--- src/rtl/dma_irq_ctrl.sv ---
module dma_irq_ctrl #(
  parameter int NCH = 7
) (
  input  logic            clk,
  input  logic            rst_n,
  input  logic [NCH-1:0]  done_i,
  input  logic            wr_en,
  input  logic            reg_sel,
  input  logic [31:0]     wr_data,
  output logic [31:0]     rd_data,
  output logic            irq_o
);
  localparam int EN_LO  = 16;
  localparam int FL_LO  = 24;
  localparam int FORCE  = 15;
  localparam int MEN    = 23;
  localparam int MFLAG  = 31;

  logic [31:0] prio_q, ctl_q, ctl_d;
  logic        wr_ctl, upd, master;

  assign wr_ctl = wr_en & reg_sel;
  assign upd    = wr_ctl | (|done_i);

  always_comb begin
    ctl_d = ctl_q;
    if (wr_ctl) begin
      ctl_d[MEN:0] = wr_data[MEN:0];
      ctl_d[FL_LO+NCH-1:FL_LO] = ctl_q[FL_LO+NCH-1:FL_LO] & ~wr_data[FL_LO+NCH-1:FL_LO];
    end
    ctl_d[FL_LO+NCH-1:FL_LO] = ctl_d[FL_LO+NCH-1:FL_LO] | (done_i & ctl_d[EN_LO+NCH-1:EN_LO]);
    master = ctl_d[FORCE] |
             (ctl_d[MEN] & |(ctl_d[EN_LO+NCH-1:EN_LO] & ctl_d[FL_LO+NCH-1:FL_LO]));
    if (upd) ctl_d[MFLAG] = master;
  end

  always_ff @(posedge clk) begin
    if (!rst_n) begin
      prio_q <= '0;
      ctl_q  <= '0;
      irq_o  <= 1'b0;
    end else begin
      if (wr_en && !reg_sel) prio_q <= wr_data;
      ctl_q <= ctl_d;
      irq_o <= ctl_d[MFLAG] & ~ctl_q[MFLAG];
    end
  end

  assign rd_data = reg_sel ? ctl_q : prio_q;
endmodule


--- config.mk ---
export PLATFORM = sky130hd
export DESIGN_NAME = dma_irq_ctrl
export DESIGN_NICKNAME = d
export VERILOG_FILES = /design/src/rtl/dma_irq_ctrl.sv
export SDC_FILE = /design/constraint.sdc
export NUM_CORES = 1
export LEC_CHECK = 0
export ABC_CLOCK_PERIOD_IN_PS = 3800
export BUFFER_PORTS_ARGS = -buffer_cell sky130_fd_sc_hd__buf_4
export CAP_MARGIN = 10
export CORE_MARGIN = 4
export CORE_UTILIZATION = 35
export DETAILED_ROUTE_END_ITERATION = 8
export MAX_ROUTING_LAYER = met4
export PLACE_DENSITY = 0.66
export SLEW_MARGIN = 0
export SYNTH_ARGS = -nofsm -noshare
export SYNTH_HDL_FRONTEND = slang
export SYNTH_SLANG_ARGS = --single-unit
--- constraint.sdc ---
create_clock -name clk -period 3.8 [get_ports clk]
set_input_delay 0.19 -clock clk [delete_from_list [all_inputs] [get_ports clk]]
set_output_delay 0.19 -clock clk [all_outputs]
set_load 0.005 [all_outputs]
==> metrics.cfg, run 1 <==
[timing]
tns_ns = 0
rsz0062_at_grt = no
setup_ws_ns = 2.04
worst_pin_slew_ns = 0.683
fin_crit_sh_pct = 46.2
fmax_mhz = 569
setup_viol = 0
hold_viol_final = 0
clock-skew-final_ns = 0.00484
period_needed_ns = 1.76
relSlewSlack_pct = 54.5
maxSlewViolCount = 0

[route]
wl_per_cell_um = 14.2
dr_total_vias = 2407
drt_iter0_markers = 88
dr.pass1.iters = 4
wirelength_um = 7150
drc_errors = 0
viasPerCell = 4.79
final_antenna_net_count = 0

[floorplan]
initial_core_util_pct = 36.2
core-area_um2 = 7770
die_area_um2 = 9540
rows = 32
num_io_pins = 76
die_width_um = 97.7
dieHeight_um = 97.7

[hold_path]
min_path_type = input pin to flop

[grt]
overflow = 0
grt_pass1_wl_um = 11500
grt_usage_pct = 15.2
grt_pass1_vias = 2352
grt_max_degree = 55
antenna_found_initial = 0

[power]
sw_frac_of_total_pct = 22.7
power.internal_w = 0.00127
power.density_nw_per_um2 = 450
sequentialPowerShare_pct = 44.5
ir_drop_mv = 0.209
p_switching_w = 0.000373
power.share.clock_pct = 42.9
p_leak_nw = 1.57
combinationalPowerShare_pct = 12.6

[clock_network]
cts_buffers = 9
clock_latency_ns = 0.33
hold_buffers = 0
clk_pin_slew_worst_paths_ns = 0.07
clk_path_buf_depth = 2
htree_levels = 3
postCtsSetupRepairBufs = 0
cts_tree = built
root_buffer = clkbuf_8
cts_resized = 0
cts.sinks = 65

[yosys]
synth_cell_types = 26
ys_ff_latch = 65
synth_top_area_share_pct = 46.2
synth_most_common_cell = nand2_1
ys_seq_area_share_pct = 46.2
avgSynthCellArea_um2 = 8.55
ys_top_cells_by_area = dfxtp_1, mux2_2, nand2_1
synthCells = 329
yosys.area.top_type = dfxtp_1
synthArstFlopShare_pct = 0
synth_fp_nets = 372
syn_area_um2 = 2810
synth_edf_count = 0
ys_warn_count = 0
synthTopCellsByCount = nand2_1, dfxtp_1, a21oi_1, mux2_2, clkbuf_1
synthFlopType = dfxtp_1

[critical_path]
cp.arrival_ns = 1.98
path_class = input pin to flop
timing.critical_path.to_type = flop
start_kind = input pin
required_ns = 4.02
critPathMaxFanout = 43

[finish]
multi_input_area_um2 = 1390
nFillCells = 786
n_antenna_cell = 0
drive_above_1_share_pct = 33.8
fin_nets = 438
synthToLayoutAreaGrowth_pct = 29.7
register_area_um2 = 1300

[placement]
place.gp.congestion = 0.813
dp_hpwl_um = 5030
dp_slack_ns = 1.73
port_buffers = 75

[flow_run]
maxCapViolations = 0

[outcome]
status = finished clean

## placed cells by master (no fill, tap or decap), types with 3 or more instances in the layout
| master | count |
|---|---|
| a21oi_1 | 50 |
| mux2_2 | 38 |
| dfxtp_1 | 65 |
| nor2_1 | 8 |
| nand2_1 | 99 |
| buf_4 | 78 |
| clkinv_2 | 3 |
| clkbuf_8 | 10 |
| and2_1 | 8 |
| nand3_1 | 9 |
| bufinv_16 | 3 |
| a22oi_1 | 9 |
| a21o_1 | 7 |
## power by group through the flow
stage          combinational, W  clock [W]  sequential, W
6_report               0.000207   0.000706       0.000732
4_1_cts                0.000209   0.000716       0.000732
2_1_floorplan          0.000117          0       0.000741
3_5_place_dp           0.000208          0       0.000747
5_1_grt                0.000228   0.000750       0.000735
3_3_place_gp           0.000206          0       0.000746
## critical path, cell delays in order
cell and delay (ns):
buf_4 0.44, nand2_4 0.31, mux2_2 0.39, a222oi_1 0.30, and3_1 0.24, o31ai_1 0.08
## cell type report
class,instances,share of cell area [%]
timing repair buffer,78,16.0
tap,102,3.50
clock inverter,6,2.88
multi-input combinational,240,38.1
sequential,65,35.6
inverter,1,0.103
clock buffer,10,3.77
## kinds of logic after synthesis
| logic type | after synthesis | synth area share [%] |
|---|---|---|
| AO/OA/AOI/OAI | 70 | 14.1 |
| multiplexers | 39 | 15.7 |
| flip-flops | 65 | 46.2 |
| buffers and inverters | 24 | 4.45 |
| AND/OR/NAND/NOR | 131 | 19.4 |
## per-stage QoR
stage	hold slack (ns)	cell area (µm²)	utilization [%]	cells	total power (W)
finish	0.110	3650	47.0	502	0.00164
global route	0.0995	3650	47.0	502	0.00171
CTS	0.0975	3650	47.0	502	0.00166
detailed placement	0.444	3410	43.9	486	0.000954
global placement	0.436	3410	43.9	486	0.000951
floorplan	0.312	2810	-	329	0.000859
## worst paths after layout
path | start | to | slack (ns) | depth (start not counted)
min | wr_data[2] | prio_q[2] | 0.11 | 3
max | reg_sel | irq_o | 2.04 | 6
max reg2reg | ctl_q[20] | irq_o | 2.45 | 4
min reg2reg | prio_q[17] | prio_q[17] | 0.45 | 2
## registers in the layout, summed over array words and instances, names as in the netlist
register	flops
ctl_q	32
prio_q	32
irq_o	1
## routing by layer
layer  global-route usage (%)  share of wire [%]  routed length, µm
met1                     18.8                 46               3270
met4                     6.07                1.6                116
met5                        -                  0                  0
met2                     24.2                 48               3460
met3                     3.23                4.3                304
Power figures use the tool's default switching activity.
==> inputs of run 2 (changes only) <==
ABC_CLOCK_PERIOD_IN_PS = 1730   (was 3800)
clock period = 1.73 ns   (was 3.8 ns; I/O delays follow)
==> metrics.cfg, run 2 (synthesized netlist as in run 1, its figures left out) <==
[clock_network]
cts_tree = built
clk_path_buf_depth = 2
cts_resized = 0
htree_levels = 3
root_buffer = clkbuf_8
clock_latency_ns = 0.34
cts.sinks = 65
cts_buffers = 9
clk_pin_slew_worst_paths_ns = 0.07

[timing]
fin_crit_sh_pct = 77.9
maxSlewViolCount = 0
tns_ns = 0
setup_viol = 0
hold_viol_final = 0
rsz0062_at_grt = no
fmax_mhz = 742
period_needed_ns = 1.35
worst_pin_slew_ns = 0.464
clock-skew-final_ns = 0.00421
relSlewSlack_pct = 68.8

[floorplan]
dieHeight_um = 97.7
die_width_um = 97.7
initial_core_util_pct = 36.2
rows = 32
die_area_um2 = 9540
num_io_pins = 76
core-area_um2 = 7770

[grt]
grt_pass1_vias = 2479
overflow = 0
grt_max_degree = 39
antenna_found_initial = 0
grt_usage_pct = 16.1
grt_pass1_wl_um = 12100

[finish]
n_antenna_cell = 0
layout_commonest_cell = nand2_1
final_cell_mix = nand2_1, buf_4, dfxtp_1, a21oi_1, mux2_2
drive_above_1_share_pct = 33.3
synthToLayoutAreaGrowth_pct = 35.0
fin_nets = 459
top_regs = ctl_q (32), prio_q (32), irq_o (1)
final-instance-count-excl-fill = 523

[critical_path]
crit_chain = mux2_2 > a222oi_1 > and3_1 > o31ai_1
slowest_stage = a222oi_1
cp.arrival_ns = 1.57
timing.critical_path.to_type = flop
start_kind = flop
worst_path_largest_cell_delay_ns = 0.32
critPathMaxFanout = 3
path_class = flop to flop
required_ns = 1.95

[power]
power.density_nw_per_um2 = 886
p_leak_nw = 1.63
ir_drop_mv = 0.356

[route]
dr_total_vias = 2550
viasPerCell = 4.88
final_antenna_net_count = 0
dr.pass1.iters = 5
wirelength_um = 7390
drc_errors = 0
drt_iter0_markers = 144
wl_per_cell_um = 14.1

[flow_run]
maxCapViolations = 0

[placement]
place.gp.congestion = 0.839
place_inst = 492
dp_hpwl_um = 5130
port_buffers = 75

[hold_path]
min_path_type = input pin to flop

[outcome]
status = finished clean

## run 2: changes by cell type in the layout (fill, tap and decap cells not counted)
cell           delta
dlygate4sd3_1    +15
buf_4             +6
bufinv_16         -2
clkinvlp_4        +2
clkbuf_1          +1
clkinv_2          -1
## run 2: final cells by class
| class | count | area, µm² |
|---|---|---|
| repair buffers | 99 | 781 |
| multi-input cells | 240 | 1390 |
| clock buffers | 11 | 141 |
| flip-flops and latches | 65 | 1300 |
| inverters | 1 | 3.75 |
| well taps | 102 | 128 |
| clock inverters | 5 | 55.1 |
| fillers | 740 | 3970 |
## run 2: worst max-delay path: cells and delay by family, from the launching register on
kind,cells,cell delay (ns)
compound gates,2,0.40
flops,1,0.31
mux,1,0.29
simple gates,1,0.24
## run 2: power breakdown
part	leakage (nW)	switching (W)	internal, W
clock network	0.0953	0.000565	0.000700
logic	1.00	0.000229	0.000264
registers	0.532	0.0000381	0.00157
## run 2: path summary, 6_finish.rpt
kind / startpoint / endpoint / slack (ns) / cells after the start
setup / recovery: ctl_q[20] / irq_o / 0.38 / 4
hold / removal: wr_data[12] / ctl_q[12] / 0.005 / 3
setup reg to reg: ctl_q[20] / irq_o / 0.38 / 4
hold reg to reg: prio_q[6] / prio_q[6] / 0.45 / 2
## run 2: routing by layer
metal  vias up  wire length, µm  share of wire [%]  GRT usage (%)
met3         8              429                5.8           4.16
met2        88             3460                 47           25.1
met5         -                0                  0              -
met4         0               93                1.3           5.32
li1       1286                -                  -              -
met1      1168             3400                 46           20.5
## run 2: what timing repair did
action,in CTS,in global routing
endpoints found under the hold margin,20,0
hold buffers,15,0
setup buffers,0,0
## run 2: per-stage QoR
stage	util, %	area (µm²)	setup slack [ns]	total power, W	hold WS (ns)
6_report	48.9	3800	0.382	0.00337	0.00539
3_3_place_gp	44.5	3450	0.191	0.00210	0.344
2_1_floorplan	-	2810	0.411	0.00189	0.208
3_5_place_dp	44.5	3450	0.144	0.00211	0.353
5_1_grt	48.9	3800	0.327	0.00351	0.000152
4_1_cts	48.9	3800	0.381	0.00339	0.000766
